**src/rtl/fnr_pkg.sv**
```systemverilog
package fnr_pkg;
  localparam int INT_W      = 9;
  localparam int WIDE_W     = 18;
  localparam int NARROW_W   = 10;
  localparam int LO_W       = 8;
  localparam int MOD_W      = 16;
  localparam int DATA_W     = 16;
  localparam int RATIO_W    = 10;
  localparam int RATIO_BIAS = 32;
  localparam int SEL_W      = 3;
  localparam int DITHER_W   = 4;

  typedef enum logic [SEL_W-1:0] {
    SEL_CFG = 3'd0,
    SEL_INT = 3'd1,
    SEL_LO  = 3'd2,
    SEL_HI  = 3'd3,
    SEL_MOD = 3'd4
  } reg_sel_e;
endpackage

```
**src/rtl/fnr_regs.sv**
```systemverilog
module fnr_regs
  import fnr_pkg::*;
#(
  parameter int P_INT_W    = INT_W,
  parameter int P_WIDE_W   = WIDE_W,
  parameter int P_NARROW_W = NARROW_W,
  parameter int P_LO_W     = LO_W,
  parameter int P_MOD_W    = MOD_W,
  parameter int P_DATA_W   = DATA_W
) (
  input  logic                       clk_i,
  input  logic                       rst_ni,
  input  logic                       wr_en_i,
  input  logic [SEL_W-1:0]           wr_sel_i,
  input  logic [P_DATA_W-1:0]        wr_data_i,
  output logic                       frac_en_o,
  output logic                       wide_o,
  output logic [P_INT_W-1:0]         act_int_o,
  output logic signed [P_WIDE_W-1:0] act_div_o,
  output logic signed [P_MOD_W-1:0]  mod_o
);
  localparam int HI_W = P_WIDE_W - P_LO_W;
  localparam int EXT_W = P_WIDE_W - P_NARROW_W;

  logic [P_INT_W-1:0] st_int_q;
  logic [P_LO_W-1:0]  st_lo_q;
  logic signed [P_WIDE_W-1:0] hi_div;

  // upper write: full 18-bit join or sign-extended 10-bit value
  always_comb begin
    if (wide_o) hi_div = {wr_data_i[HI_W-1:0], st_lo_q};
    else        hi_div = {{EXT_W{wr_data_i[P_NARROW_W-1]}}, wr_data_i[P_NARROW_W-1:0]};
  end

  always_ff @(posedge clk_i or negedge rst_ni) begin
    if (!rst_ni) begin
      frac_en_o <= 1'b0;
      wide_o    <= 1'b0;
      st_int_q  <= '0;
      st_lo_q   <= '0;
      act_int_o <= '0;
      act_div_o <= '0;
      mod_o     <= '0;
    end else if (wr_en_i) begin
      case (wr_sel_i)
        SEL_CFG: begin
          frac_en_o <= wr_data_i[0];
          wide_o    <= wr_data_i[1];
        end
        SEL_INT: begin
          st_int_q <= wr_data_i[P_INT_W-1:0];
          if (!frac_en_o) act_int_o <= wr_data_i[P_INT_W-1:0];
        end
        SEL_LO:  st_lo_q <= wr_data_i[P_LO_W-1:0];
        SEL_HI: begin
          if (frac_en_o) begin
            act_int_o <= st_int_q;
            act_div_o <= hi_div;
          end
        end
        SEL_MOD: mod_o <= wr_data_i[P_MOD_W-1:0];
        default: ;
      endcase
    end
  end
endmodule

```
**src/rtl/fnr_offset_sat.sv**
```systemverilog
module fnr_offset_sat
  import fnr_pkg::*;
#(
  parameter int P_WIDE_W   = WIDE_W,
  parameter int P_NARROW_W = NARROW_W,
  parameter int P_MOD_W    = MOD_W
) (
  input  logic                       wide_i,
  input  logic signed [P_WIDE_W-1:0] act_div_i,
  input  logic signed [P_MOD_W-1:0]  mod_i,
  output logic [P_WIDE_W-1:0]        x_o,
  output logic                       neg_o
);
  localparam int SUM_W  = ((P_WIDE_W > P_MOD_W) ? P_WIDE_W : P_MOD_W) + 1;
  localparam int PAD_W  = P_WIDE_W - P_NARROW_W;
  localparam int WMAX_I = (1 << (P_WIDE_W - 1)) - 1;
  localparam int NMAX_I = (1 << (P_NARROW_W - 1)) - 1;

  logic signed [SUM_W-1:0] sum, lim_hi, lim_lo, sat;

  always_comb begin
    sum    = SUM_W'(act_div_i) + SUM_W'(mod_i);
    lim_hi = wide_i ? SUM_W'(WMAX_I) : SUM_W'(NMAX_I);
    lim_lo = wide_i ? SUM_W'(-WMAX_I - 1) : SUM_W'(-NMAX_I - 1);
    if (sum > lim_hi)      sat = lim_hi;
    else if (sum < lim_lo) sat = lim_lo;
    else                   sat = sum;
    neg_o = sat[SUM_W-1];
    // 10-bit values are scaled to the full accumulator range
    if (wide_i) x_o = sat[P_WIDE_W-1:0];
    else        x_o = {sat[P_NARROW_W-1:0], {PAD_W{1'b0}}};
  end
endmodule

```
**src/rtl/fnr_acc_stage.sv**
```systemverilog
module fnr_acc_stage #(
  parameter int ACC_W = 18
) (
  input  logic             clk_i,
  input  logic             rst_ni,
  input  logic             clr_i,
  input  logic             en_i,
  input  logic [ACC_W-1:0] in_i,
  output logic [ACC_W-1:0] sum_o,
  output logic             carry_o
);
  logic [ACC_W-1:0] acc_q;

  assign {carry_o, sum_o} = {1'b0, acc_q} + {1'b0, in_i};

  always_ff @(posedge clk_i or negedge rst_ni) begin
    if (!rst_ni)    acc_q <= '0;
    else if (clr_i) acc_q <= '0;
    else if (en_i)  acc_q <= sum_o;
  end
endmodule

```
**src/rtl/fnr_mash.sv**
```systemverilog
module fnr_mash
  import fnr_pkg::*;
#(
  parameter int ACC_W = WIDE_W
) (
  input  logic                       clk_i,
  input  logic                       rst_ni,
  input  logic                       clr_i,
  input  logic                       tick_i,
  input  logic [ACC_W-1:0]           x_i,
  output logic signed [DITHER_W-1:0] y_o
);
  localparam int N_STAGE = 3;

  logic [ACC_W-1:0]   stage_in  [N_STAGE];
  logic [ACC_W-1:0]   stage_sum [N_STAGE];
  logic [N_STAGE-1:0] cy;
  logic c2_q, c3_q, c3_qq;

  for (genvar s = 0; s < N_STAGE; s++) begin : g_stage
    if (s == 0) begin : g_first
      assign stage_in[s] = x_i;
    end else begin : g_next
      assign stage_in[s] = stage_sum[s-1];
    end
    fnr_acc_stage #(.ACC_W(ACC_W)) i_acc (
      .clk_i  (clk_i),
      .rst_ni (rst_ni),
      .clr_i  (clr_i),
      .en_i   (tick_i),
      .in_i   (stage_in[s]),
      .sum_o  (stage_sum[s]),
      .carry_o(cy[s])
    );
  end

  // noise cancellation: c1 + (1-z^-1)c2 + (1-z^-1)^2 c3
  always_ff @(posedge clk_i or negedge rst_ni) begin
    if (!rst_ni) begin
      c2_q  <= 1'b0;
      c3_q  <= 1'b0;
      c3_qq <= 1'b0;
    end else if (clr_i) begin
      c2_q  <= 1'b0;
      c3_q  <= 1'b0;
      c3_qq <= 1'b0;
    end else if (tick_i) begin
      c2_q  <= cy[1];
      c3_q  <= cy[2];
      c3_qq <= c3_q;
    end
  end

  always_comb begin
    y_o = DITHER_W'(cy[0]) + DITHER_W'(cy[1]) - DITHER_W'(c2_q)
        + DITHER_W'(cy[2]) - DITHER_W'({c3_q, 1'b0}) + DITHER_W'(c3_qq);
  end
endmodule

```
**src/rtl/fracn_ratio_seq.sv**
```systemverilog
module fracn_ratio_seq
  import fnr_pkg::*;
(
  input  logic               clk_i,
  input  logic               rst_ni,
  input  logic               wr_en_i,
  input  logic [SEL_W-1:0]   wr_sel_i,
  input  logic [DATA_W-1:0]  wr_data_i,
  input  logic               tick_i,
  output logic [RATIO_W-1:0] ratio_o
);
  localparam int CALC_W = RATIO_W + 2;

  logic                       frac_en, wide;
  logic [INT_W-1:0]           act_int;
  logic signed [WIDE_W-1:0]   act_div;
  logic signed [MOD_W-1:0]    mod_off;
  logic [WIDE_W-1:0]          mash_x;
  logic                       mash_neg;
  logic signed [DITHER_W-1:0] mash_y;
  logic [CALC_W-1:0]          base, next_ratio;

  fnr_regs i_regs (
    .clk_i    (clk_i),
    .rst_ni   (rst_ni),
    .wr_en_i  (wr_en_i),
    .wr_sel_i (wr_sel_i),
    .wr_data_i(wr_data_i),
    .frac_en_o(frac_en),
    .wide_o   (wide),
    .act_int_o(act_int),
    .act_div_o(act_div),
    .mod_o    (mod_off)
  );

  fnr_offset_sat i_sat (
    .wide_i   (wide),
    .act_div_i(act_div),
    .mod_i    (mod_off),
    .x_o      (mash_x),
    .neg_o    (mash_neg)
  );

  fnr_mash i_mash (
    .clk_i (clk_i),
    .rst_ni(rst_ni),
    .clr_i (!frac_en),
    .tick_i(tick_i),
    .x_i   (mash_x),
    .y_o   (mash_y)
  );

  always_comb begin
    base = CALC_W'(act_int) + CALC_W'(RATIO_BIAS);
    if (frac_en) next_ratio = base - CALC_W'(mash_neg) + CALC_W'(mash_y);
    else         next_ratio = base;
  end

  always_ff @(posedge clk_i or negedge rst_ni) begin
    if (!rst_ni)     ratio_o <= RATIO_W'(RATIO_BIAS);
    else if (tick_i) ratio_o <= next_ratio[RATIO_W-1:0];
  end
endmodule

```
**config.mk**
```make
export PLATFORM = sky130hd
export DESIGN_NAME = fracn_ratio_seq
export DESIGN_NICKNAME = d
export VERILOG_FILES = /design/src/rtl/fnr_pkg.sv /design/src/rtl/fnr_regs.sv /design/src/rtl/fnr_offset_sat.sv /design/src/rtl/fnr_acc_stage.sv /design/src/rtl/fnr_mash.sv /design/src/rtl/fracn_ratio_seq.sv
export SDC_FILE = /design/constraint.sdc
export NUM_CORES = 1
export LEC_CHECK = 0
export BUFFER_PORTS_ARGS = -buffer_cell sky130_fd_sc_hd__buf_2
export CORE_MARGIN = 10
export CORE_UTILIZATION = 55
export DETAILED_ROUTE_END_ITERATION = 12
export PLACE_DENSITY = 0.69
export REMOVE_ABC_BUFFERS = 1
export SYNTH_ARGS = -nofsm -noshare
export SYNTH_HDL_FRONTEND = slang
export SYNTH_SLANG_ARGS = --single-unit
```
**constraint.sdc**
```tcl
create_clock -name clk_i -period 21.1 [get_ports clk_i]
set_input_delay 2.11 -clock clk_i [delete_from_list [all_inputs] [get_ports clk_i]]
set_output_delay 2.11 -clock clk_i [all_outputs]
set_load 0.03 [all_outputs]
```
==> impl_metrics.csv <==
group,metric,value,unit
route,wl,21800,µm
clocking,cts_tree,"built",
global_route,grt_first_pass_wirelength,36800,µm
clocking,cts_setup_buffers,0,
route,via_per_inst,5.77,
clocking,cts.htree.levels,4,
critical_path,crit_top_cell,"ha_1",
logic_synthesis,synthMuxAreaShare,9.91,%
critical_path,slowest_stage,"ha_1",
global_route,antenna_found_initial,0,
sta,setup_viol,0,
floorplan,num_rows,48,
global_route,grt_max_degree,76,
critical_path,crit_required,21.40,ns
logic_synthesis,yosys_register_bits,129,
floorplan,ios,33,
route,initialDrtViolationCount,408,
sta,drv_slew,0,
critical_path,crit_path_max_incr_delay,0.47,ns
worst_hold_path,hp-start,"ratio_o[5]",
floorplan,fp.coreArea,17400,µm²
final_layout,final_common_cell,"nor2_1",
final_layout,final_core_util,61.9,%
run_status,outcome,"finished, final reports clean",
global_route,overflow,0,
route,wl_per_cell,16.4,µm
route,vias,7703,
placement,pre_cts_ws,9.38,ns
logic_synthesis,synth-async-reset-ratio,100,%
sta,finalHoldViolCount,0,
route,ant_nets,0,
sta,min_period,11.71,ns
critical_path,reg2reg_from,"i_regs.mod_o[0]",
final_layout,area_growth,9.88,%
logic_synthesis,yosys.area_share.simple,13.6,%
global_route,grt_use_total,18.4,%
floorplan,die_area,23600,µm²
floorplan,initial_core_util,56.4,%
logic_synthesis,synth_area_leader_cell,"dfrtp_1",
sta,rsz0062_at_grt,"false",
sta,timing.final.ws_setup,9.39,ns
clocking,numCtsBuffers,17,
placement,place.detailed.hpwl,15800,µm
placement,gp_congestion,0.914,
logic_synthesis,synth_fa_ha_area_share,16.0,%
logic_synthesis,synth_cell_types,64,
clocking,hold_buffers,0,
logic_synthesis,synth_compound_area_share,18.8,%
critical_path,r2r_cells,56,
logic_synthesis,synth_area,9820,µm²
logic_synthesis,synth_ff_type,"dfrtp_1",
sta,clock_skew,0.0101,ns
logic_synthesis,yosysTopAreaCellShare,32.6,%
clocking,cts_sinks,129,
logic_synthesis,ys.warnings.count,0,
critical_path,reg2reg_slack,9.39,ns
global_route,first_global_vias,7464,
final_layout,drive_gt1_share,11.8,%
sta,relSlewSlack,28.2,%
sta,post-route-period-util,55.5,%
clocking,cts.repair.resized,0,
worst_hold_path,whs_path_depth,2,
final_layout,final_nets,1240,
critical_path,r2r_end,"ratio_o[9]",
logic_synthesis,yosys.area_share.xor_xnor,5.44,%
clocking,clk_latency,0.43,ns
logic_synthesis,synth.yosys.seq_area_share,32.9,%
clocking,path_clk_slew,0.07,ns
sta,worst_pin_slew,1.06,ns
clocking,clockBufferDepth,2,
critical_path,crit_path_end_kind,"flip-flop",
sta,max_freq,0.0854,GHz
logic_synthesis,synthTopCellsByArea,"dfrtp_1 (33%), ha_1 (15%), mux2i_1 (6.0%), a21oi_1 (5.5%), nor2_1 (5.3%)",
logic_synthesis,synth_edf_count,0,
final_layout,layout_common_cells,"nor2_1 (137), dfrtp_1 (128), ha_1 (114), a21oi_1 (107), mux2i_1 (59)",
critical_path,cp_data_arrival_time,12.00,ns
critical_path,start_kind,"flip-flop",
critical_path,critPathKind,"flip-flop to flip-flop",
worst_hold_path,hp-class,"flip-flop to flip-flop",
logic_synthesis,syn_area_per_cell,9.18,µm²
job,drv_cap,0,
route,dr.pass1.iters,5,
route,drc_errors,0,
sta,tns,0,ns
logic_synthesis,synth_cells,1070,
worst_hold_path,hold-path-endpoint,"ratio_o[5]",
critical_path,crit_fanout,18,
logic_synthesis,synth_top_family_by_area,"compound AO/OA/AOI/OAI gates",
floorplan,die_w,154,µm
clocking,root_buffer,"clkbuf_16",
final_layout,num_antenna_cells,0,
floorplan,fp.dieH,154,µm
placement,io_buffers,32,
-- critical path: cells and delay by family (launching register included) --
| kind | cells | cell delay [ns] |
|---|---|---|
| buffers and inverters | 4 | 0.19 |
| AO/OA/AOI/OAI | 20 | 4.22 |
| flip-flops | 1 | 0.36 |
| adder cells (fa/ha/maj) | 12 | 3.87 |
| AND/OR/NAND/NOR | 15 | 1.95 |
| XOR/XNOR | 5 | 1.01 |
-- flip-flops by register name (all words and copies together), names as in the netlist --
| signal | flops |
|---|---|
| i_regs.act_div_o | 18 |
| i_mash.c2_q | 1 |
| i_regs.st_int_q | 9 |
| i_regs.act_int_o | 9 |
| ratio_o | 10 |
| i_mash.c3_q | 1 |
| i_mash.c3_qq | 1 |
| i_regs.st_lo_q | 8 |
| i_regs.wide_o | 1 |
| i_mash.g_stage.i_acc.acc_q | 54 |
| i_regs.mod_o | 16 |
| i_regs.frac_en_o | 1 |
-- cell type report --
class,instances,area [µm²]
Inverter,56,210
Clock buffer,18,439
Clock inverter,14,138
Sequential cell,129,3230
Multi-Input combinational cell,852,6260
Timing Repair Buffer,40,229
Fill cell,1524,6630
Tap cell,225,282
-- per-layer routing --
layer | track usage, % | wire, µm
met1 | 25.7 | 10900
met2 | 28.7 | 9920
met3 | 3.49 | 697
met4 | 4.77 | 260
met5 | 0 | 0
-- Yosys cell counts (6+ instances only) --
master / count
mux2_2: 34
inv_1: 54
clkbuf_1: 23
nor3_1: 17
nor2_1: 138
nand3_1: 15
fa_1: 7
buf_1: 9
nor2b_1: 11
o21bai_1: 6
o21a_1: 21
a31oi_1: 11
and3_1: 9
mux2i_1: 59
or3_1: 6
o21ai_0: 48
xor2_1: 25
o211ai_1: 10
ha_1: 114
a21oi_1: 107
or2_2: 8
nand2_1: 48
xnor2_1: 36
nand2b_1: 8
dfrtp_1: 128
a21o_1: 29
a211oi_1: 14
-- how the worst max path moves through the flow --
stage | start | endpoint | slack, ns | depth (start not counted)
after floorplan | i_regs.wide_o | ratio_o[9] | 10.23 | 47
after global placement | i_regs.act_div_o[0] | ratio_o[9] | 9.51 | 56
after detailed placement | i_regs.act_div_o[0] | ratio_o[9] | 9.38 | 56
after CTS | i_regs.act_div_o[0] | ratio_o[9] | 9.32 | 56
after global routing | i_regs.mod_o[0] | ratio_o[9] | 8.32 | 56
final | i_regs.mod_o[0] | ratio_o[9] | 9.39 | 56
-- cells by family (layout without fill, tap and decap cells) --
group           Yosys count  in the layout
simple gates            286            286
xor+xnor                 61             61
mux                      93             93
buf+inv                  89            128
flops                   129            129
fa+ha+maj               121            121
compound gates          291            291
-- metrics by stage --
step | hold slack, ns | area (µm²) | cells
after global routing | 0.502 | 10800 | 1334
after floorplan | 0.453 | 9690 | 1037
after CTS | 0.490 | 10800 | 1334
final | 0.485 | 10800 | 1334
after global placement | 0.472 | 10200 | 1302
after detailed placement | 0.479 | 10200 | 1302
Power is left out: the tool's default activity adds up to more than one toggle a clock period on the data nets, which glitch-free logic cannot reach.
